`config.mk`:
```
export PLATFORM = sky130hd
export DESIGN_NAME = slot_pool_alloc
export DESIGN_NICKNAME = d
export VERILOG_FILES = /design/src/rtl/slot_alloc_pkg.sv /design/src/rtl/slot_flags.sv /design/src/rtl/slot_pick.sv /design/src/rtl/slot_counter.sv /design/src/rtl/slot_pool_alloc.sv
export SDC_FILE = /design/constraint.sdc
export NUM_CORES = 1
export LEC_CHECK = 0
export ABC_CLOCK_PERIOD_IN_PS = 3900
export BUFFER_PORTS_ARGS = -buffer_cell sky130_fd_sc_hd__buf_2
export CELL_PAD_IN_SITES_DETAIL_PLACEMENT = 1
export CELL_PAD_IN_SITES_GLOBAL_PLACEMENT = 2
export CORE_MARGIN = 8
export CORE_UTILIZATION = 32
export CTS_CLUSTER_DIAMETER = 30
export CTS_CLUSTER_SIZE = 8
export DETAILED_ROUTE_END_ITERATION = 16
export GPL_ROUTABILITY_DRIVEN = 1
export GPL_TIMING_DRIVEN = 0
export PLACE_DENSITY = 0.8
export SLEW_MARGIN = 20
export SYNTH_ARGS = -nofsm -noshare
export SYNTH_HDL_FRONTEND = slang
export SYNTH_HIERARCHICAL = 1
export SYNTH_SLANG_ARGS = --single-unit
```
`constraint.sdc`:
```
create_clock -name clk -period 3.9 [get_ports clk]
set_clock_uncertainty 0.1 [all_clocks]
set_input_delay 0.39 -clock clk [delete_from_list [all_inputs] [get_ports clk]]
set_output_delay 0.39 -clock clk [all_outputs]
set_load 0.03 [all_outputs]
```
`src/rtl/slot_alloc_pkg.sv`:
```
package slot_alloc_pkg;

    typedef enum logic {
        CAT_RX = 1'b0,
        CAT_TX = 1'b1
    } slot_cat_e;

    localparam int NUM_CAT = 2;

    // first slot a category may search from
    function automatic int cat_base(input slot_cat_e cat, input int pool);
        return (cat == CAT_TX) ? pool / 4 : 0;
    endfunction

endpackage

```
`src/rtl/slot_flags.sv`:
```
module slot_flags #(
    parameter int POOL  = 32,
    parameter int IDX_W = $clog2(POOL)
) (
    input  logic             clk,
    input  logic             rst,
    input  logic             clr_en,
    input  logic [IDX_W-1:0] clr_idx,
    input  logic             set_en,
    input  logic [IDX_W-1:0] set_idx,
    output logic [POOL-1:0]  used_q,
    output logic [POOL-1:0]  used_eff
);
    // view of the flags after this cycle's release
    always_comb begin
        used_eff = used_q;
        if (clr_en) used_eff[clr_idx] = 1'b0;
    end

    always_ff @(posedge clk) begin
        if (rst) begin
            used_q <= '0;
        end else begin
            used_q <= used_eff;
            if (set_en) used_q[set_idx] <= 1'b1;
        end
    end

    // a released slot is free next cycle unless re-claimed
    p_release_r6: assert property (@(posedge clk) disable iff (rst)
        (clr_en && !(set_en && set_idx == clr_idx)) |=> !used_q[$past(clr_idx)]);
endmodule

```
`src/rtl/slot_pick.sv`:
```
module slot_pick #(
    parameter int POOL  = 32,
    parameter int BASE  = 0,
    parameter int IDX_W = $clog2(POOL)
) (
    input  logic [POOL-1:0]  used_eff,
    output logic             found,
    output logic [IDX_W-1:0] idx
);
    // scan downward so the lowest eligible free slot wins
    always_comb begin
        found = 1'b0;
        idx   = '0;
        for (int i = POOL - 1; i >= BASE; i--) begin
            if (!used_eff[i]) begin
                found = 1'b1;
                idx   = IDX_W'(i);
            end
        end
    end
endmodule

```
`src/rtl/slot_counter.sv`:
```
module slot_counter #(
    parameter int POOL  = 32,
    parameter int CNT_W = $clog2(POOL + 1)
) (
    input  logic             clk,
    input  logic             rst,
    input  logic             inc,
    input  logic             dec,
    output logic [CNT_W-1:0] cnt
);
    always_ff @(posedge clk) begin
        if (rst)
            cnt <= CNT_W'(POOL);
        else if (inc && !dec)
            cnt <= cnt + CNT_W'(1);
        else if (dec && !inc)
            cnt <= cnt - CNT_W'(1);
    end

    p_cnt_bound_r10: assert property (@(posedge clk) disable iff (rst)
        cnt <= CNT_W'(POOL));
endmodule

```
`src/rtl/slot_pool_alloc.sv`:
```
module slot_pool_alloc
    import slot_alloc_pkg::*;
#(
    parameter int POOL  = 32,
    parameter int IDX_W = $clog2(POOL),
    parameter int CNT_W = $clog2(POOL + 1)
) (
    input  logic             clk,
    input  logic             rst,
    input  logic             rx_req,
    input  logic             tx_req,
    input  logic             free_vld,
    input  logic [IDX_W-1:0] free_idx,
    output logic             grant,
    output logic [IDX_W-1:0] grant_idx,
    output logic             alloc_fail,
    output logic             tx_retry,
    output logic             free_err,
    output logic [CNT_W-1:0] free_cnt
);
    localparam int QUART = POOL / 4;

    logic [POOL-1:0]  used_q, used_eff;
    logic [NUM_CAT-1:0] cat_found;
    logic [IDX_W-1:0] cat_idx [NUM_CAT];
    logic             serve_any;
    slot_cat_e        serve_cat;
    logic             rel_real;

    slot_flags #(.POOL(POOL), .IDX_W(IDX_W)) u_flags (
        .clk     (clk),
        .rst     (rst),
        .clr_en  (free_vld),
        .clr_idx (free_idx),
        .set_en  (grant),
        .set_idx (grant_idx),
        .used_q  (used_q),
        .used_eff(used_eff)
    );

    for (genvar c = 0; c < NUM_CAT; c++) begin : g_pick
        slot_pick #(
            .POOL (POOL),
            .BASE (cat_base(slot_cat_e'(c), POOL)),
            .IDX_W(IDX_W)
        ) u_pick (
            .used_eff(used_eff),
            .found   (cat_found[c]),
            .idx     (cat_idx[c])
        );
    end

    // receive has priority; one allocation per cycle
    always_comb begin
        serve_any = rx_req || tx_req;
        serve_cat = rx_req ? CAT_RX : CAT_TX;
        grant     = serve_any && cat_found[serve_cat];
        grant_idx = grant ? cat_idx[serve_cat] : '0;
        alloc_fail = serve_any && !cat_found[serve_cat];
        tx_retry  = rx_req && tx_req;
        free_err  = free_vld && !used_q[free_idx];
        rel_real  = free_vld && used_q[free_idx];
    end

    slot_counter #(.POOL(POOL), .CNT_W(CNT_W)) u_cnt (
        .clk(clk),
        .rst(rst),
        .inc(rel_real),
        .dec(grant),
        .cnt(free_cnt)
    );

    p_tx_range_r3: assert property (@(posedge clk) disable iff (rst)
        (grant && tx_req && !rx_req) |-> grant_idx >= IDX_W'(QUART));

    p_claim_r4: assert property (@(posedge clk) disable iff (rst)
        grant |=> used_q[$past(grant_idx)]);

    p_fail_hold_r5: assert property (@(posedge clk) disable iff (rst)
        (alloc_fail && !free_vld) |=> $stable(used_q));

    p_retry_r8: assert property (@(posedge clk) disable iff (rst)
        (rx_req && tx_req) |-> tx_retry);

    p_count_match_r10: assert property (@(posedge clk) disable iff (rst)
        free_cnt == CNT_W'(POOL - $countones(used_q)));
endmodule

```
### Word level (Yosys, flattened, before mapping)

Index checks and enable logic that the tools add are counted.

| storage, ports and cells | value |
|---|---|
| flip-flop bits (word level) | 38 |
| output and inout bits | 15 |
| word-level logic and storage cells | 110 |

| cells by class | value |
|---|---|
| add/sub/neg operators | 2 |
| magnitude comparators | 6 |
| muxes and demuxes | 81 |
| bitwise operators | 4 |
| reductions and logical operators | 15 |

Operators by type and width:

| cell | number |
|---|---|
| $mux W5 | 36 |
| $mux W32 | 2 |
| $mux W1 | 38 |
| $and A32 B32 Y32 | 1 |
| $not A32 Y32 | 1 |
| $or A32 B32 Y32 | 1 |
| $lt A5 B6 Y1 const B | 2 |
| $mux W6 | 2 |
| $demux W1 S5 | 2 |
| $ge A5 B1 Y1 const B | 2 |
| $logic_and A1 B1 Y1 | 9 |
| $add A6 B1 Y6 const B | 1 |
| $sub A6 B1 Y6 const B | 1 |
| $bmux W1 S5 | 1 |
| $logic_not A1 Y1 | 4 |
| $ge A2 B2 Y1 const B | 1 |
| $lt A1 B2 Y1 const B | 1 |
| $not A1 Y2 | 1 |
| $reduce_bool A2 Y1 | 1 |
| $logic_or A1 B1 Y1 | 1 |

### Logic depth before layout (Yosys ltp)

Gate-level depths: netlist of run 1.

| logic depth | value |
|---|---|
| word-level depth | 49 |
| depth in mapped cells | 19 |
| mapped depth without buffers | 18 |

### Cells and area by module

Netlist of run 1, hierarchy kept.

Modules (own cells, without submodules):

| module | instances | cells an instance | area an instance (µm²) |
|---|---|---|---|
| slot_flags | 1 | 161 | 1397.6 |
| slot_pool_alloc | 1 | 64 | 449.2 |
| slot_counter | 1 | 50 | 434.2 |
| slot_pick at g_pick[0].u_pick | 1 | 66 | 392.9 |
| slot_pick at g_pick[1].u_pick | 1 | 50 | 285.3 |

### Worst setup path after synthesis of run 1

OpenSTA, ideal clock, no wires.

| path | value |
|---|---|
| path type | input to register |
| start point | input port free_idx[1] |
| end point | register u_cnt.cnt[4] |
| library setup time | 0.127 ns |
| arrival | 3.799 ns |
| required time | 3.673 ns |
| setup slack | -0.126 ns |
| cell stages on the path | 18 |
| cells stage by stage | nand3b_1 -> o21ai_0 -> inv_1 -> nand4_1 -> or3_4 -> nor3_2 -> nand2_1 -> and3_1 -> a21oi_1 -> inv_1 -> inv_1 -> ha_1 -> inv_1 -> fa_1 -> a21o_1 -> a21oi_1 -> nor4_1 -> or3_1 |

| on the way | value |
|---|---|
| elaborated cells between the ends (all ways) | 52 |
| those cells by class | order compare: 2; mux: 40; bitwise: 2; reduce/logical: 8 |

RTL lines:

| what | RTL line | text |
|---|---|---|
| from (decl) | slot_pool_alloc.sv:13 | `input logic [IDX_W-1:0] free_idx,` |
| $lt A5 B6 Y1 (implied by the code) / $ge A5 B1 Y1 (equally long branches) | slot_flags.sv:17 | `if (clr_en) used_eff[clr_idx] = 1'b0;` |
| $logic_and A1 B1 Y1 (implied by the code) | slot_flags.sv:17 |  |
| $mux W1 (implied by the code) | slot_flags.sv:17 |  |
| $demux W1 S5 (*) | n/a |  |
| $not A32 Y32 (no source line) (*) | n/a |  |
| $and A32 B32 Y32 (no source line) (*) | n/a |  |
| $mux W32 (*) | slot_flags.sv:17 |  |
| via used_eff[21] | slot_pool_alloc.sv:23 | `logic [POOL-1:0] used_q, used_eff;` |
| $mux W1 (*) (14 in a row) | slot_pick.sv:15 | `if (!used_eff[i]) begin` |
| via cat_found[1] | slot_pool_alloc.sv:24 | `logic [NUM_CAT-1:0] cat_found;` |
| $mux W1 (8 in a row) | slot_pick.sv:15 |  |
| $mux W1 (implied by the code) (*) (2 in a row) | slot_pool_alloc.sv:57 | `grant = serve_any && cat_found[serve_cat];` |
| $logic_and A1 B1 Y1 (*) | slot_pool_alloc.sv:57 |  |
| via grant | slot_pool_alloc.sv:14 | `output logic grant,` |
| $logic_not A1 Y1 | slot_counter.sv:14 | `else if (inc && !dec)` |
| $logic_and A1 B1 Y1 | slot_counter.sv:14 |  |
| $mux W6 / $reduce_bool A2 Y1 (equally long branches) | n/a |  |
| to (signal assigned) | slot_counter.sv:13 | `cnt <= CNT_W'(POOL);` |
| to (signal assigned) | slot_counter.sv:15 | `cnt <= cnt + CNT_W'(1);` |
| to (signal assigned) | slot_counter.sv:17 | `cnt <= cnt - CNT_W'(1);` |
| to (decl) | slot_counter.sv:9 | `output logic [CNT_W-1:0] cnt` |

The timed path passes the listed nets; every way through them passes the cells marked *. The select of a mux whose other input is x is not followed.
A chain may end at the register's enable or synchronous reset.

### Final worst setup path of run 1

| path | value |
|---|---|
| start point | input port free_idx[0] |
| end point | register u_cnt.cnt[4] |

| on the way | value |
|---|---|
| elaborated cells between the ends (all ways) | 52 |
| those cells by class | order compare: 2; mux: 40; bitwise: 2; reduce/logical: 8 |

RTL lines:

| what | RTL line |
|---|---|
| $lt A5 B6 Y1 (implied by the code) / $ge A5 B1 Y1 (equally long branches) | slot_flags.sv:17 |
| $logic_and A1 B1 Y1 (implied by the code) | slot_flags.sv:17 |
| $mux W1 (implied by the code) | slot_flags.sv:17 |
| $demux W1 S5 (*) | n/a |
| $not A32 Y32 (no source line) (*) | n/a |
| $and A32 B32 Y32 (no source line) (*) | n/a |
| $mux W32 (*) | slot_flags.sv:17 |
| via used_eff[6] | slot_pool_alloc.sv:23 |
| $mux W1 (*) (7 in a row) | slot_pick.sv:15 |
| via cat_found[0] | slot_pool_alloc.sv:24 |
| $mux W1 (implied by the code) (*) (2 in a row) | slot_pool_alloc.sv:57 |
| $logic_and A1 B1 Y1 (*) | slot_pool_alloc.sv:57 |
| $logic_not A1 Y1 | slot_counter.sv:14 |
| $logic_and A1 B1 Y1 | slot_counter.sv:14 |
| $mux W6 / $reduce_bool A2 Y1 (equally long branches) | n/a |

Marked as above.

==> flow_summary.json, run 1 <==
{
  "min_period_ps": 3710,
  "required_ps": 3970,
  "die_h_um": 112,
  "post-synth-top-area-fraction_pct": 25.7,
  "nFillCells": 1146,
  "max_freq_mhz": 270,
  "path_class": "input pin to flop",
  "synth_cell_types": 59,
  "slowest_stage": "or3_4",
  "syn_avg_cell_area_sq_um": 7.57,
  "grt_pass1_wl_um": 17100,
  "via_per_inst": 5.61,
  "wl_per_cell_um": 18.9,
  "finalSetupViolCount": 0,
  "seqCellArea_sq_um": 761,
  "multi_input_area_sq_mm": 0.00200,
  "finalCritPeriodShare_pct": 95.1,
  "stdcell_count": 557,
  "reg2reg_slack_ps": 400,
  "postCtsHoldBufs": 0,
  "path_max_fanout": 8,
  "crit_arrival_ps": 3780,
  "synth_nets": 407,
  "dpl.hpwl_um": 7710,
  "fin_setup_tns_ps": 0,
  "cp-end-kind": "flop",
  "status": "finished clean",
  "grt_usage_pct": 16.5,
  "clkSinkCount": 38,
  "ys_async_sr_fraction_pct": 0,
  "drtAntennaViolNets": 0,
  "die_w_um": 112,
  "gp_congestion": 0.834,
  "dr.first_iter.drc_count": 118,
  "design.core.area_sq_mm": 0.00911,
  "post-place-ws_ps": -759,
  "whs_path_depth": 2,
  "crit_cells": 18,
  "finalWorstSetupSlack_ps": 191,
  "synth_edf_count": 0,
  "yosys.area.top_type": "dfxtp_1",
  "cap_violations": 0,
  "cpPeakStageDelay_ps": 410,
  "path_clk_slew_ps": 70,
  "max_slew.worst_pin.slew_ps": 500,
  "cpMostUsedCell": "inv_2",
  "yosys_warnings": 6,
  "nets": 461,
  "die_area_sq_mm": 0.0126,
  "critPathLaunch": "free_idx[0]",
  "synth_area_leaders": "dfxtp_1, mux2i_1, o22ai_1, inv_1, o21ai_0",
  "ys.flop_type": "dfxtp_1",
  "hold_viol": 0,
  "grt_max_degree": 13,
  "rsz0062_at_grt": "true",
  "slew_headroom_pct": 66.6,
  "antenna_found_initial": 0,
  "placed_cells": 524,
  "drive_above_1_share_pct": 25.3,
  "cts_max_path_buffers": 2,
  "r2r_cells": 16,
  "io_pins": 25,
  "syn_to_final_growth_pct": 21.3,
  "cts-root-buf": "clkbuf_8",
  "grt-ovfl-total": 0,
  "h-tree-depth": 2,
  "vias": 3123,
  "drtPass1Iterations": 4,
  "min_path_type": "input pin to flop",
  "crit_chain": "clkbuf_4 > nand3b_1 > buf_4 > o21ai_1 > inv_1 > nand2_1 > or3_4 > nand3b_1 > a21oi_4 > inv_2 > inv_2 > ha_4 > inv_2 > fa_2 > a21o_1 > a21oi_2 > nor4_1 > or3_1",
  "path_buf_inv": 6,
  "syn_inst": 391,
  "num_rows": 35,
  "yosysSeqAreaShare_pct": 25.7,
  "powerDensity_mw_per_mm2": 298,
  "leakagePower_nw": 1.54,
  "r2r-start": "u_flags/used_q[31]",
  "io_buffers": 22,
  "cts-buffers-inserted": 5,
  "holdCritStartpoint": "rst",
  "grt_pass1_vias": 3211,
  "ys_ff_latch": 38,
  "peakVddDrop_mv": 0.162,
  "clock_latency_ps": 290,
  "antenna_cells": 0,
  "cts_tree": "done",
  "critical-path-top-delay-family": "simple AND/OR/NAND/NOR gates",
  "critPathLaunchType": "input pin",
  "syn-cell-area_sq_mm": 0.00296,
  "initial_core_util_pct": 32.5,
  "slew_violations": 0,
  "wirelength_um": 10500,
  "fin_util_pct": 39.4,
  "drc_errors": 0
}
kinds of logic (layout without fill, tap and decap cells):
logic type / after synthesis / count (layout) / synth area share [%]
AND/OR/NAND/NOR: 140 / 140 / 27.3
buffers and inverters: 62 / 117 / 9.05
flip-flops: 38 / 38 / 25.7
XOR/XNOR: 3 / 3 / 0.888
adder cells (fa/ha/maj): 6 / 6 / 2.79
multiplexers: 22 / 22 / 7.44
AO/OA/AOI/OAI: 120 / 120 / 26.8
metrics by stage:
stage                     power (W)  hold WS, ps  cell area, sq um
after global placement     0.000767          380              3210
after CTS                   0.00106          305              3400
after detailed placement   0.000776          387              3210
after global routing        0.00113          322              3590
after floorplan            0.000687          366              2960
final                       0.00107          299              3590
power by group:
group          switching, W  leakage (nW)  internal, W
Sequential        0.0000233         0.308     0.000413
Combinational      0.000214          1.18     0.000134
Clock              0.000142        0.0482     0.000143
per-layer routing:
layer | wire length (um) | track usage, % | share of wire (%) | vias up
met5 | 0 | 0 | 0 | -
met4 | 155 | 4.23 | 1.5 | 0
met3 | 343 | 2.20 | 3.3 | 9
met2 | 4900 | 27.4 | 47 | 58
met1 | 5110 | 22.0 | 49 | 1502
li1 | - | - | - | 1554
cells in the mapped netlist, drive strengths merged (5+ instances only):
cell,number
mux2i,22
nand3b,10
nand2,31
nand2b,5
or3,6
dfxtp,38
inv,50
buf,6
or3b,6
clkbuf,6
nor2b,5
a21oi,15
nand4,17
ha,5
o22ai,32
nor2,24
nor3,5
o21ai,43
nand3,17
flip-flops by register name (all words and copies together) (netlist names):
register	flops
u_cnt/cnt	6
u_flags/used_q	32
cells in the final DEF, fill, tap and decap left out, types with 3 or more instances in the layout:
| cell type | Yosys | final |
|---|---|---|
| inv_1 | 50 | 39 |
| dfxtp_1 | 38 | 38 |
| o22ai_1 | 32 | 32 |
| nand2_1 | 31 | 29 |
| buf_4 | 0 | 25 |
| mux2i_1 | 22 | 22 |
| nor2_1 | 24 | 21 |
| buf_2 | 3 | 20 |
| o21ai_0 | 24 | 17 |
| nand4_1 | 17 | 17 |
| nand3_1 | 17 | 15 |
| o21ai_2 | 12 | 14 |
| a21oi_1 | 15 | 13 |
| o21ai_1 | 7 | 12 |
| inv_2 | 0 | 11 |
| nand3b_1 | 10 | 10 |
| clkbuf_1 | 6 | 7 |
| clkbuf_8 | 0 | 6 |
| nor2b_1 | 5 | 5 |
| nand2b_1 | 5 | 5 |
| a22oi_1 | 4 | 4 |
| or3_4 | 4 | 4 |
| a31oi_1 | 4 | 4 |
| ha_1 | 5 | 4 |
| nor2_2 | 0 | 3 |
| and2_1 | 3 | 3 |
| buf_6 | 2 | 3 |
| nor3_1 | 3 | 3 |
| o2111ai_1 | 3 | 3 |
| clkbuf_4 | 0 | 3 |
| or3b_4 | 3 | 3 |
worst paths after layout:
kind | endpoint
max | u_cnt/cnt[4]
min | u_cnt/cnt[2]
max reg2reg | u_cnt/cnt[4]
min reg2reg | u_flags/used_q[11]
worst register-to-register path, stage by stage (launching register included):
cell and delay (ps):
dfxtp_1 330, o21ai_0 120, inv_1 190, nand4_1 150, or3_4 380, nor3_4 230
nand3b_1 170, a21oi_4 190, inv_2 90, inv_2 80, ha_4 140, inv_2 70
fa_2 350, a21o_1 200, a21oi_2 150, nor4_1 60, or3_1 370
cell type report:
cell class	count	area share (%)
Multi-Input combinational cell	291	55.8
Sequential cell	38	21.2
Timing Repair Buffer	47	9.10
Inverter	50	5.23
Tap cell	111	3.87
Clock buffer	7	2.41
Buffer	12	2.23
Clock inverter	1	0.139
timing repair:
action | in CTS | in global routing
gates resized for setup | 12 | 27
pin swaps | 2 | 4
setup buffers | 10 | 15
endpoints found under the setup margin | 4 | 6
No activity file was read; power rests on OpenSTA's default activity.
==> inputs of run 2 (changes only) <==
--- a/config.mk
+++ b/config.mk
@@ -16,7 +16,7 @@
 export DETAILED_ROUTE_END_ITERATION = 16
 export GPL_ROUTABILITY_DRIVEN = 1
 export GPL_TIMING_DRIVEN = 0
-export PLACE_DENSITY = 0.8
+export PLACE_DENSITY_LB_ADDON = 0.12
 export SLEW_MARGIN = 20
 export SYNTH_ARGS = -nofsm -noshare
 export SYNTH_HDL_FRONTEND = slang
==> flow_summary.json, run 2 (synthesis results as in run 1) <==
{
  "status": "finished clean",
  "path_max_fanout": 6,
  "rsz0062_at_grt": "true",
  "grt_pass1_wl_um": 17200,
  "required_ps": 3990,
  "hold_viol": 0,
  "wirelength_um": 10700,
  "grt-ovfl-total": 0,
  "clock_latency_ps": 300,
  "wl_met1_um": 4860,
  "die_area_sq_mm": 0.0126,
  "finalSetupViolCount": 0,
  "critPathLaunchType": "input pin",
  "wl_per_cell_um": 19.7,
  "h-tree-depth": 2,
  "path_class": "input pin to flop",
  "cts-root-buf": "clkbuf_8",
  "cts_max_path_buffers": 2,
  "max_slew.worst_pin.slew_ps": 806,
  "largest_reg_flops": 32,
  "io_pins": 25,
  "dr.first_iter.drc_count": 125,
  "cpPeakStageDelay_ps": 410,
  "grt_pass1_vias": 3231,
  "slew_headroom_pct": 46.1,
  "path_clk_slew_ps": 80,
  "met2_length_um": 5170,
  "nets": 447,
  "drive_above_1_share_pct": 22.2,
  "peakVddDrop_mv": 0.177,
  "cpMostUsedCell": "inv_2",
  "min_path_type": "input pin to flop",
  "stdcell_count": 543,
  "vias": 3100,
  "finalPower_w": 0.00111,
  "slowest_stage": "fa_1",
  "dpl.hpwl_um": 8130,
  "top_layer_used": "met4",
  "cap_violations": 0,
  "crit_arrival_ps": 3950,
  "antenna_cells": 0,
  "min_period_ps": 3860,
  "reg2reg_to": "u_cnt/cnt[4]",
  "holdCritStartpoint": "rst",
  "crit_end": "u_cnt/cnt[4]",
  "leakagePower_nw": 1.45,
  "grt_usage_pct": 17.1,
  "drc_errors": 0,
  "die_h_um": 112,
  "syn_to_final_growth_pct": 17.3,
  "mostFrequentLayoutCell": "inv_1",
  "cts_tree": "done",
  "via_per_inst": 5.71,
  "drtPass1Iterations": 4,
  "drtAntennaViolNets": 0,
  "crit_chain": "buf_2 > nand3b_1 > o21ai_1 > inv_2 > nand4_1 > or3_4 > nor3_4 > nand3b_1 > a21oi_4 > inv_2 > inv_1 > ha_2 > inv_2 > fa_1 > a21o_1 > a21oi_2 > nor4_1 > or3_1",
  "initial_core_util_pct": 32.5,
  "antenna_found_initial": 0,
  "reg_top3": "u_flags/used_q x32, u_cnt/cnt x6",
  "regMostFlops": "u_flags/used_q",
  "design.core.area_sq_mm": 0.00911,
  "cp-end-kind": "flop",
  "gp_congestion": 0.809,
  "grt_max_degree": 13,
  "nFillCells": 1113,
  "r2r-start": "u_flags/used_q[31]",
  "routed-wl-met3_um": 421,
  "max_freq_mhz": 259,
  "postCtsHoldBufs": 0,
  "powerDensity_mw_per_mm2": 321,
  "finalCritPeriodShare_pct": 98.9,
  "critPathLaunch": "free_idx[1]",
  "cts-buffers-inserted": 5,
  "reg2reg_slack_ps": 290,
  "mostFrequentLayoutCells": "inv_1, dfxtp_1, o22ai_1",
  "slew_violations": 0,
  "r2r_cells": 16,
  "die_w_um": 112,
  "num_rows": 35,
  "clkSinkCount": 38,
  "io_buffers": 22,
  "placed_cells": 524
}
[run 2: repair_timing]
item | CTS | global route
setup endpoints to repair | 4 | 6
pin swaps | 1 | 2
setup buffers | 8 | 3
gates resized for setup | 14 | 14
[run 2: final cells by class]
| class | instances | area, sq um | share of cell area (%) |
|---|---|---|---|
| plain buffers | 12 | 80.1 | 2.31 |
| well taps | 111 | 139 | 4.00 |
| repair buffers | 33 | 195 | 5.63 |
| flip-flops and latches | 38 | 761 | 21.9 |
| multi-input cells | 291 | 2020 | 58.1 |
| clock buffers | 7 | 86.3 | 2.49 |
| inverters | 50 | 188 | 5.41 |
| clock inverters | 1 | 5.00 | 0.144 |
[run 2: critical path: cells and delay by family]
kind,cells,cell delay (ps)
compound gates,4,790
fa+ha+maj,2,600
buf+inv,5,510
simple gates,7,1640
[run 2: routing by layer]
| metal | up-vias | GRT usage, % |
|---|---|---|
| met5 | - | 0 |
| met4 | 0 | 6.47 |
| met3 | 19 | 3.01 |
| met2 | 63 | 29.3 |
| met1 | 1500 | 20.8 |
| li1 | 1518 | - |
[run 2: worst min-delay path by stage]
stage | slack [ps] | depth (start not counted) | end
floorplan | 370 | 2 | u_flags/used_q[0]
detailed placement | 390 | 2 | u_flags/used_q[17]
finish | 290 | 2 | u_cnt/cnt[2]
global route | 300 | 2 | u_cnt/cnt[1]
global placement | 390 | 2 | u_flags/used_q[0]
CTS | 290 | 2 | u_cnt/cnt[2]
[run 2: through the flow]
stage	hold WS, ps	setup WS, ps	area [sq um]	setup TNS, ps	utilization, %
finish	287	44.3	3470	0	38.1
global placement	386	-800	3210	-2910	35.3
CTS	288	16.9	3380	0	37.1
detailed placement	392	-881	3210	-4180	35.3
global route	295	-165	3470	-174	38.1
floorplan	366	76.5	2960	0	-
[run 2: power breakdown]
group / internal, W / switching (W) / total [W]
registers: 0.000413 / 0.0000278 / 0.000441
logic: 0.000154 / 0.000227 / 0.000381
clock network: 0.000143 / 0.000148 / 0.000291
==> inputs of run 3 (changes only) <==
--- a/config.mk
+++ b/config.mk
@@ -17,6 +17,7 @@
 export GPL_ROUTABILITY_DRIVEN = 1
 export GPL_TIMING_DRIVEN = 0
 export PLACE_DENSITY_LB_ADDON = 0.12
+export RECOVER_POWER = 100
 export SLEW_MARGIN = 20
 export SYNTH_ARGS = -nofsm -noshare
 export SYNTH_HDL_FRONTEND = slang
==> flow_summary.json, run 3 (synthesis results as in run 1) <==
{
  "nets": 447,
  "max_slew.worst_pin.slew_ps": 809,
  "regMostFlops": "u_flags/used_q",
  "critPathLaunchType": "input pin",
  "crit_arrival_ps": 3950,
  "vias": 3110,
  "h-tree-depth": 2,
  "syn_to_final_growth_pct": 16.9,
  "cts-root-buf": "clkbuf_8",
  "path_class": "input pin to flop",
  "holdCritStartpoint": "rst",
  "mostFrequentLayoutCell": "inv_1",
  "die_w_um": 112,
  "rsz0062_at_grt": "true",
  "cap_violations": 0,
  "num_rows": 35,
  "max_freq_mhz": 259,
  "cp-end-kind": "flop",
  "antenna_cells": 0,
  "min_path_type": "input pin to flop",
  "drive_above_1_share_pct": 20.4,
  "die_h_um": 112,
  "powerDensity_mw_per_mm2": 321,
  "antenna_found_initial": 0,
  "slew_violations": 0,
  "path_max_fanout": 8,
  "die_area_sq_mm": 0.0126,
  "crit_chain": "buf_2 > nand3b_1 > buf_4 > o21ai_1 > inv_2 > nand2_1 > or3_4 > nor3_4 > nand2_1 > and3_1 > a21oi_4 > inv_2 > inv_1 > ha_2 > inv_2 > fa_1 > a21o_1 > a21oi_2 > nor4_1 > or3_1",
  "mostFrequentLayoutCells": "inv_1, dfxtp_1, o22ai_1",
  "reg_top3": "u_flags/used_q x32, u_cnt/cnt x6",
  "r2r-start": "u_flags/used_q[31]",
  "whs_path_depth": 2,
  "grt_pass1_wl_um": 17200,
  "drc_errors": 0,
  "holdWs_ps": 286,
  "path_clk_slew_ps": 80,
  "postCtsHoldBufs": 0,
  "r2r_cells": 16,
  "min_period_ps": 3850,
  "holdPathEnd": "u_cnt/cnt[2]",
  "wl_per_cell_um": 19.7,
  "via_per_inst": 5.73,
  "slowest_stage": "fa_1",
  "cpMostUsedCell": "inv_2",
  "grt_usage_pct": 17.1,
  "dr.first_iter.drc_count": 126,
  "drtAntennaViolNets": 0,
  "io_pins": 25,
  "clkSinkCount": 38,
  "design.core.area_sq_mm": 0.00911,
  "cts_max_path_buffers": 2,
  "required_ps": 3990,
  "clock_latency_ps": 300,
  "slew_headroom_pct": 45.9,
  "cts-buffers-inserted": 5,
  "dpl.hpwl_um": 8130,
  "wirelength_um": 10700,
  "io_buffers": 22,
  "hold_viol": 0,
  "grt-ovfl-total": 0,
  "initial_core_util_pct": 32.5,
  "finalCritPeriodShare_pct": 98.8,
  "cts_tree": "done",
  "finalSetupViolCount": 0,
  "drtPass1Iterations": 5,
  "cpPeakStageDelay_ps": 410,
  "status": "finished clean",
  "leakagePower_nw": 1.42,
  "grt_max_degree": 13,
  "grt_pass1_vias": 3231,
  "largest_reg_flops": 32,
  "gp_congestion": 0.809,
  "finalPower_w": 0.00111,
  "reg2reg_to": "u_cnt/cnt[4]",
  "reg2reg_slack_ps": 290,
  "peakVddDrop_mv": 0.177
}
## run 3: cell count changes in the layout (fill, tap and decap cells not counted)
cell | before | now
clkbuf_1 | 7 | 15
buf_2 | 24 | 16
## run 3: routing by layer
layer / vias up / track usage [%] / part of all wire, %
li1: 1519 / - / -
met1: 1508 / 20.8 / 46
met4: 0 / 6.47 / 2.3
met2: 62 / 29.3 / 48
met5: - / 0 / 0
met3: 21 / 3.01 / 3.5
## run 3: area by class of cell
type	instances	area (sq um)
buffer	12	78.8
sequential	38	761
timing repair buffer	33	186
multi-input combinational	291	2020
clock buffer	7	86.3
fill	1116	5650
clock inverter	1	5.00
tap	111	139
inverter	50	188
## run 3: timing repair
action,4_1_cts,5_1_grt
resized for setup,14,14
buffers inserted,8,3
setup endpoints to repair,4,6
cloned,0,0
pin swaps,1,2
## run 3: report_power, final
part	leakage [nW]	internal [W]	total, W	switching, W
Clock	0.0482	0.000143	0.000292	0.000149
Sequential	0.308	0.000413	0.000441	0.0000279
Combinational	1.07	0.000149	0.000376	0.000227
## run 3: critical path: cells and delay by family
kind	cells	cell delay [ps]
simple gates	8	1620
buf+inv	6	690
fa+ha+maj	2	600
compound gates	4	630
## run 3: worst max path at each step
stage	from	cells after the start	endpoint	slack [ps]
2_1_floorplan	free_idx[1]	18	u_cnt/cnt[4]	80
3_3_place_gp	free_idx[0]	18	u_cnt/cnt[4]	-800
3_5_place_dp	free_idx[0]	18	u_cnt/cnt[4]	-880
4_1_cts	free_idx[0]	20	u_cnt/cnt[4]	20
5_1_grt	free_idx[0]	20	u_cnt/cnt[4]	-170
6_report	free_idx[0]	20	u_cnt/cnt[4]	50
## run 3: through the flow
stage / setup WS, ps / std cells / instance area, sq um / TNS, ps / util (%)
after floorplan: 76.5 / 391 / 2960 / 0 / -
after global placement: -800 / 524 / 3210 / -2910 / 35.3
after detailed placement: -881 / 524 / 3210 / -4180 / 35.3
after CTS: 16.9 / 540 / 3380 / 0 / 37.1
after global routing: -165 / 543 / 3460 / -181 / 38.0
final: 45.7 / 543 / 3460 / 0 / 38.0
